[config.mk]
export PLATFORM = sky130hd
export DESIGN_NAME = xchg_sched
export DESIGN_NICKNAME = d
export VERILOG_FILES = /design/src/rtl/xs_pkg.sv /design/src/rtl/xs_step_ctr.sv /design/src/rtl/xs_mask_gen.sv /design/src/rtl/xs_dest_map.sv /design/src/rtl/xchg_sched.sv
export SDC_FILE = /design/constraint.sdc
export NUM_CORES = 1
export LEC_CHECK = 0
export BUFFER_PORTS_ARGS = -buffer_cell sky130_fd_sc_hd__buf_2
export CORE_MARGIN = 3
export CORE_UTILIZATION = 33
export DETAILED_ROUTE_END_ITERATION = 8
export PLACE_DENSITY = 0.72
export SETUP_SLACK_MARGIN = 0.05
export SLEW_MARGIN = 20
export SYNTH_ARGS = -nofsm -noshare
export SYNTH_HDL_FRONTEND = slang
export SYNTH_SLANG_ARGS = --single-unit
[constraint.sdc]
create_clock -name clk -period 1.3 [get_ports clk]
set_clock_uncertainty 0.2 [all_clocks]
set_input_delay 0.065 -clock clk [delete_from_list [all_inputs] [get_ports clk]]
set_output_delay 0.065 -clock clk [all_outputs]
set_load 0.005 [all_outputs]
[src/rtl/xs_pkg.sv]
package xs_pkg;
  typedef enum logic [1:0] {
    XS_IDLE = 2'd0,
    XS_RUN  = 2'd1,
    XS_FIN  = 2'd2
  } xs_state_e;
endpackage

[src/rtl/xs_step_ctr.sv]
module xs_step_ctr #(
  parameter int DIM = 3
) (
  input  logic           clk,
  input  logic           rst_n,
  input  logic           start,
  input  logic           stall,
  input  logic           pair_req,
  output logic           running,
  output logic           paired,
  output logic [DIM-1:0] step,
  output logic           done
);
  import xs_pkg::*;

  localparam int NODES     = 1 << DIM;
  localparam int LAST_ONE  = NODES - 1;
  localparam int LAST_PAIR = NODES / 2 - 1;

  xs_state_e     state_q;
  logic [DIM-1:0] step_q;
  logic           paired_q;
  logic [DIM-1:0] last_idx;
  logic           consume;

  assign last_idx = paired_q ? DIM'(LAST_PAIR) : DIM'(LAST_ONE);
  assign consume  = (state_q == XS_RUN) && !stall;

  always_ff @(posedge clk or negedge rst_n) begin
    if (!rst_n) begin
      state_q  <= XS_IDLE;
      step_q   <= '0;
      paired_q <= 1'b0;
    end else begin
      unique case (state_q)
        XS_IDLE: if (start) begin
          state_q  <= XS_RUN;
          step_q   <= '0;
          paired_q <= pair_req;
        end
        XS_RUN: if (consume) begin
          if (step_q == last_idx) begin
            state_q <= XS_FIN;
            step_q  <= '0;
          end else begin
            step_q <= step_q + DIM'(1);
          end
        end
        default: state_q <= XS_IDLE;
      endcase
    end
  end

  assign running = (state_q == XS_RUN);
  assign paired  = paired_q;
  assign step    = step_q;
  assign done    = (state_q == XS_FIN);

  // an accepted non-final step advances the index by one
  p_step_advance_r3: assert property (@(posedge clk) disable iff (!rst_n)
    (running && !stall && step_q != last_idx) |=> (running && step_q == $past(step_q) + DIM'(1)));

  // a stalled step keeps its index
  p_stall_index_r6: assert property (@(posedge clk) disable iff (!rst_n)
    (running && stall) |=> (running && $stable(step_q)));

  // mode stays fixed while running
  p_mode_frozen_r8: assert property (@(posedge clk) disable iff (!rst_n)
    (running && $past(running)) |-> $stable(paired_q));
endmodule

[src/rtl/xs_mask_gen.sv]
module xs_mask_gen #(
  parameter int DIM = 3
) (
  input  logic           running,
  input  logic           paired,
  input  logic [DIM-1:0] step,
  output logic [DIM-1:0] mask_a,
  output logic [DIM-1:0] mask_b,
  output logic           pair_vld
);
  // all-ones minus step equals the bitwise complement of step
  always_comb begin
    mask_a   = running ? ~step : '0;
    mask_b   = (running && paired) ? step : '0;
    pair_vld = running && paired;
  end
endmodule

[src/rtl/xs_dest_map.sv]
module xs_dest_map #(
  parameter int DIM = 3
) (
  input  logic [DIM-1:0]            mask,
  output logic [(1<<DIM)*DIM-1:0]   dest
);
  localparam int NODES = 1 << DIM;

  for (genvar n = 0; n < NODES; n++) begin : g_node
    assign dest[n*DIM +: DIM] = DIM'(n) ^ mask;
  end
endmodule

[src/rtl/xchg_sched.sv]
module xchg_sched #(
  parameter int DIM = 3
) (
  input  logic                       clk,
  input  logic                       rst_n,
  input  logic                       start_i,
  input  logic                       pair_i,
  input  logic                       stall_i,
  output logic                       step_vld_o,
  output logic [DIM-1:0]             mask_a_o,
  output logic [DIM-1:0]             mask_b_o,
  output logic                       pair_vld_o,
  output logic [(1<<DIM)*DIM-1:0]    dest_a_o,
  output logic [(1<<DIM)*DIM-1:0]    dest_b_o,
  output logic                       done_o
);
  logic           running;
  logic           paired;
  logic [DIM-1:0] step;

  xs_step_ctr #(.DIM(DIM)) u_ctr (
    .clk      (clk),
    .rst_n    (rst_n),
    .start    (start_i),
    .stall    (stall_i),
    .pair_req (pair_i),
    .running  (running),
    .paired   (paired),
    .step     (step),
    .done     (done_o)
  );

  xs_mask_gen #(.DIM(DIM)) u_mask (
    .running  (running),
    .paired   (paired),
    .step     (step),
    .mask_a   (mask_a_o),
    .mask_b   (mask_b_o),
    .pair_vld (pair_vld_o)
  );

  xs_dest_map #(.DIM(DIM)) u_dst_a (.mask(mask_a_o), .dest(dest_a_o));
  xs_dest_map #(.DIM(DIM)) u_dst_b (.mask(mask_b_o), .dest(dest_b_o));

  assign step_vld_o = running;

  // paired masks never share a link
  p_pair_complement_r4: assert property (@(posedge clk) disable iff (!rst_n)
    pair_vld_o |-> ((mask_a_o ^ mask_b_o) == '1));

  // node 0 partner equals the mask itself
  p_node0_dest_r5: assert property (@(posedge clk) disable iff (!rst_n)
    step_vld_o |-> (dest_a_o[DIM-1:0] == mask_a_o));

  // held step shows identical masks
  p_stall_hold_r6: assert property (@(posedge clk) disable iff (!rst_n)
    (step_vld_o && stall_i) |=> (step_vld_o && $stable(mask_a_o) && $stable(mask_b_o)));

  // done lasts one cycle and never overlaps a step
  p_done_pulse_r7: assert property (@(posedge clk) disable iff (!rst_n)
    done_o |-> (!step_vld_o ##1 !done_o));

  // idle outputs carry no masks
  p_idle_quiet_r1: assert property (@(posedge clk) disable iff (!rst_n)
    !step_vld_o |-> (mask_a_o == '0 && !pair_vld_o));
endmodule

* After elaboration in Yosys (flattened, before gate mapping) *
Cells that the tools add are included.

word-level totals
  bits in registers = 6
  latch bits = 0
  bits in writable memories = 0
  bits in read-only memories = 0
  bits of input ports = 5
  output and inout port bits = 57
  logic and storage cells = 44
  memories kept = 0

cells by class
  add/subtract/negate cells = 1
  $mul = 0
  div/mod/pow operators = 0
  order comparisons = 0
  equal/unequal tests = 6
  shifts and indexed selects = 0
  multiplexer cells = 11
  bitwise gates (word level) = 15
  reductions and logical operators = 8

operator list
  kind                                                              count
  3-bit 2-to-1 mux                                                  6
  2-bit inverter                                                    6
  3-bit inverter                                                    3
  2-bit 2-to-1 mux                                                  3
  2-bit != test (second input constant)                             3
  1-bit inverter                                                    6
  3-bit case mux with 2 select lines                                1
  3-bit AND reduction                                               2
  2-bit case mux with 2 select lines                                1
  3-bit by 1-bit adder with 3-bit output (second input constant)    1
  3-bit == test                                                     1
  2-bit by 1-bit == test with 1-bit output (second input constant)  1
  2-bit == test (second input constant)                             1
  1-bit logical AND                                                 2
  2-bit zero test                                                   1
  2-bit AND reduction                                               1
  2-bit nonzero test                                                1
  1-bit zero test                                                   1

* Logic depth before layout (Yosys ltp) *
  depth after elaboration = 5
  gate-level depth with buffers = 5
  depth with buffers taken out = 4

* Hierarchy *
From an unflattened synthesis, not the netlist that was laid out.

second synthesis, totals
  cells, all modules = 84
  area, all modules = 708.2 sq um

by module, submodules not included
  module       instances  cells each  area an instance (sq um)
  xs_dest_map  2          24          168.9
  xs_step_ctr  1          29          324.1
  xs_mask_gen  1          7           46.3

* Least setup slack after synthesis *
Ideal clock, no wire load.

  path kind = register to output
  start = reg u_ctr.state_q[1]
  end = out dest_a_o[11]
  data arrival time = 1.229 ns
  required time = 1.035 ns
  slack = -0.194 ns
  stages on the path, launching flop included = 6
  path through = dfrtp_1 nand2b_2 inv_2 or2b_1 inv_1 buf_4

on the way
  word-level cells in the longest chain between the ends = 2

RTL lines
  element                                   line               RTL
  start, declared                           xs_step_ctr.sv:20  xs_state_e state_q;
  start signal, assigned                    xs_step_ctr.sv:31  state_q <= XS_IDLE;
  start signal, assigned                    xs_step_ctr.sv:37  state_q <= XS_RUN;
  start signal, assigned                    xs_step_ctr.sv:43  state_q <= XS_FIN;
  2-bit by 1-bit == test with 1-bit output  xs_step_ctr.sv:54  assign running = (state_q == XS_RUN);
  named net step_vld_o                      xchg_sched.sv:9    output logic step_vld_o,
  3-bit 2-to-1 mux                          xs_mask_gen.sv:13  mask_a = running ? ~step : '0;
  end, declared                             xchg_sched.sv:13   output logic [(1<<DIM)*DIM-1:0] dest_a_o,

The timed path passes the listed nets, and every way through them passes these cells.

* Final worst setup path *
  start = reg u_ctr.state_q[1]
  end = out dest_a_o[2]

on the way
  word-level cells in the longest chain between the ends = 2

RTL lines
  element                                   line
  2-bit by 1-bit == test with 1-bit output  xs_step_ctr.sv:54
  3-bit 2-to-1 mux                          xs_mask_gen.sv:13

Every way passes these cells.

==> summary.txt <==
Global route
  • Vias in the first global route: 454
  • Pin count of the biggest net entering global routing: 10
  • Initial antenna violation count: 0
  • Global-route congestion overflow total: 0
  • Overall routing resource usage: between 10% and 20%
  • First-pass GRT wire length: around 2.1 mm

Placement
  • Post-DP Area: 791 µm²
  • RD Place Congestion: slightly above 0.8
  • Port bufs: just over 60
  • DPL Wire Length: between 1 and 1.5 mm

Power and ir drop
  • VDD IR max: 1360 µV
  • LEAKAGE: a little under 0.6 nW
  • Pwr/cell area: roughly 3200 nW/µm²
  • Total Power: 0.00346 W

Timing
  • Setup Viol. Count Final: 62
  • Pins over their slew limit: 0
  • Total negative setup slack: -16,110 ps
  • Final hold viol count: 0
  • Worst hold slack: ~19 ps
  • Post-route setup slack: -357 ps
  • Headroom to the max-slew limit: about four fifths
  • Final critical-path share of the clock period: 127%
  • Slew @ Worst Pin: roughly 300 ps
  • Fmax: 604 MHz
  • RSZ-0062 raised after global routing: true
  • Final min period: roughly 1700 ps

Run status
  • Outcome: finished with violations
  • Failing checks: setup timing

Final layout
  • Fill count: between 150 and 200
  • Layout area overhead: 52.8%
  • Fin nets: between 100 and 150
  • Area of the multi-input gates: about 270 µm²
  • Most frequent cells in the layout: 42 x buf_2, 21 x buf_6, 8 x buf_4
  • Commonest non-fill, non-tap cell in the layout: buf_2
  • Post-route cell area: roughly 1100 µm²
  • N_diodes: 0
  • Layout cells sized above 1: 78.7%
  • Flip-flop and latch area: ~150 µm²

Detailed routing
  • Highest Signal Layer: met4
  • DR vias: 621
  • Drt drc: 0
  • Wirelength per Cell: between 10 and 15 µm
  • Post-DRT Antenna Nets: 0
  • Vias per inst: between 4 and 5
  • Met2 wire length: just under 1 mm
  • Detailed-route wire length: 1.74 mm
  • DR WL met3: 156 µm
  • Drt first pass iters: 4
  • Met1 Wirelength: ~570 µm
  • Iteration-0 DRC count of the detailed router: 9

Yosys
  • Synthesized area: 704 µm²
  • Synthesized Nets: 90
  • Yosys warning total: 0
  • Mapped Avg Cell Area: around 8.4 µm²
  • Share of the synthesized area in the top cell type: between 40% and 50%
  • Top area cells in the synthesized netlist: buf_4 45%, dfrtp_1 21%, inv_1 3.7%
  • Area leader, netlist: buf_4
  • Count of state elements after synthesis: 6
  • Register area share after synthesis: roughly a fifth
  • Post-synthesis cell type count: 24
  • Post-synthesis cell count: 84

Die
  • Die Span Y: about 52 µm
  • Die X: 52.2 µm
  • I/O pin count: 62
  • Initial Util: roughly 36%
  • Area of the core: 1980 µm²
  • Row cnt: 16
  • Total die area: around 2700 µm²

Setup path
  • Reg2reg start: u_ctr.state_q[1]
  • Crit path kind: flop to primary output
  • CP max stage delay: ~380 ps
  • CP required: around 1000 ps
  • CP endpoint kind: primary output
  • FF-to-FF path depth: 5
  • Critical path's slowest cell: dfrtp_1
  • Sequence of cells on the critical path: nand2b_4, inv_4, or2b_4, inv_4, buf_6
  • Worst path bufs/invs: 3
  • Startpoint types: flop
  • Cell mode on critical path: inv_4
  • Worst EP arrival: around 1400 ps
  • Worst-path fanout max: 5
  • Worst R2R Setup Slack: -230 ps
  • R2R Path End: u_ctr.step[2]
  • CP delay by family, top: simple AND/OR/NAND/NOR gates

Flow run
  • Max-cap violations: 0

Min path
  • Hold path depth: 4
  • Hold_sp: stall_i
  • Hold Path Sink: u_ctr.step[1]
  • Worst Hold Class: input port to flop

CTS
  • Clk sinks: 6
  • CTS Buf Count: 3
  • Longest Clk Path Bufs: 2
  • Skew-Pair Late Insertion Delay: 250 ps
  • TritonCTS clock tree: done
  • Root buffer cell: clkbuf_4
  • CTS H-tree lvls: 1
  • Clock transition at path regs: roughly 50 ps
[flip-flops by register name (all words and copies together) (netlist names)]
name,flops
u_ctr.paired,1
u_ctr.state_q,2
u_ctr.step,3
[cell families (layout without fill, tap and decap cells)]
kind of cell	Yosys count	count (layout)	synth area share (%)
xor gates and xnor gates	1	1	1.24
adders and majority gates	1	1	1.78
and+or+nand+nor	18	18	17.2
muxes	1	1	1.60
DFF	6	6	21.3
AOI/OAI and AO/OA	7	7	7.82
buffers and inverters	50	88	49.0
[through the flow]
step | worst slack (ps) | instances | util, %
finish | -357 | 149 | 54.3
global route | -414 | 149 | 54.3
CTS | -313 | 145 | 44.8
detailed placement | -87.0 | 135 | 39.9
global placement | -53.7 | 135 | 39.9
floorplan | -78.5 | 84 | -
[cells in the mapped netlist]
cell type  count
buf_4         42
nand2_1        2
a41oi_1        1
o21bai_1       1
o21ai_0        1
nor3b_1        2
a211o_1        1
inv_2          1
and4_1         1
and2b_2        1
and2_2         1
xor2_1         1
and3_2         3
a21o_1         1
or2b_1         3
nand2b_2       1
nor2_1         1
nor3_1         2
mux2_2         1
dfrtp_1        6
a22o_1         2
nand2b_1       1
ha_1           1
inv_1          7
[area by class of cell]
type                            count  area share, %
Inverter                            8           3.49
Timing Repair Buffer               75           50.8
Clock buffer                        4           2.44
Multi-Input combinational cell     28           25.1
Tap cell                           27           3.14
Sequential cell                     6           14.3
Timing Repair inverter              1          0.698
[power breakdown]
group          internal, W  leakage [nW]  switching [W]
combinational      0.00168         0.496        0.00117
clock             0.000117        0.0150      0.0000768
sequential        0.000280        0.0685       0.000128
[routing by layer]
layer	vias up	track usage, %
li1	300	-
met1	278	10.6
met2	39	20.3
met3	4	3.42
met4	0	3.83
met5	-	0
[what timing repair did]
action,in CTS,in global routing
hold buffers,4,0
cloned,0,1
setup buffers,2,3
hold endpoints to repair,9,0
gates resized for setup,4,30
pin swaps,1,2
setup endpoints to repair,61,63
[worst max-delay path by stage]
stage	from	end	slack, ps	depth (start not counted)
after global routing	u_ctr.state_q[1]	dest_a_o[8]	-410	5
final	u_ctr.state_q[1]	dest_a_o[2]	-360	5
after global placement	u_ctr.state_q[1]	dest_a_o[11]	-50	5
after detailed placement	u_ctr.state_q[1]	dest_a_o[2]	-90	5
after floorplan	u_ctr.state_q[1]	dest_a_o[11]	-80	5
after CTS	u_ctr.state_q[1]	dest_a_o[12]	-310	5
[tightest hold or removal path: cells and delay by family]
| kind | cells | cell delay, ps |
|---|---|---|
| simple gates | 1 | 50 |
| compound gates | 2 | 190 |
| buf+inv | 1 | 120 |
Note: power is estimated with default switching activity, not from simulation.
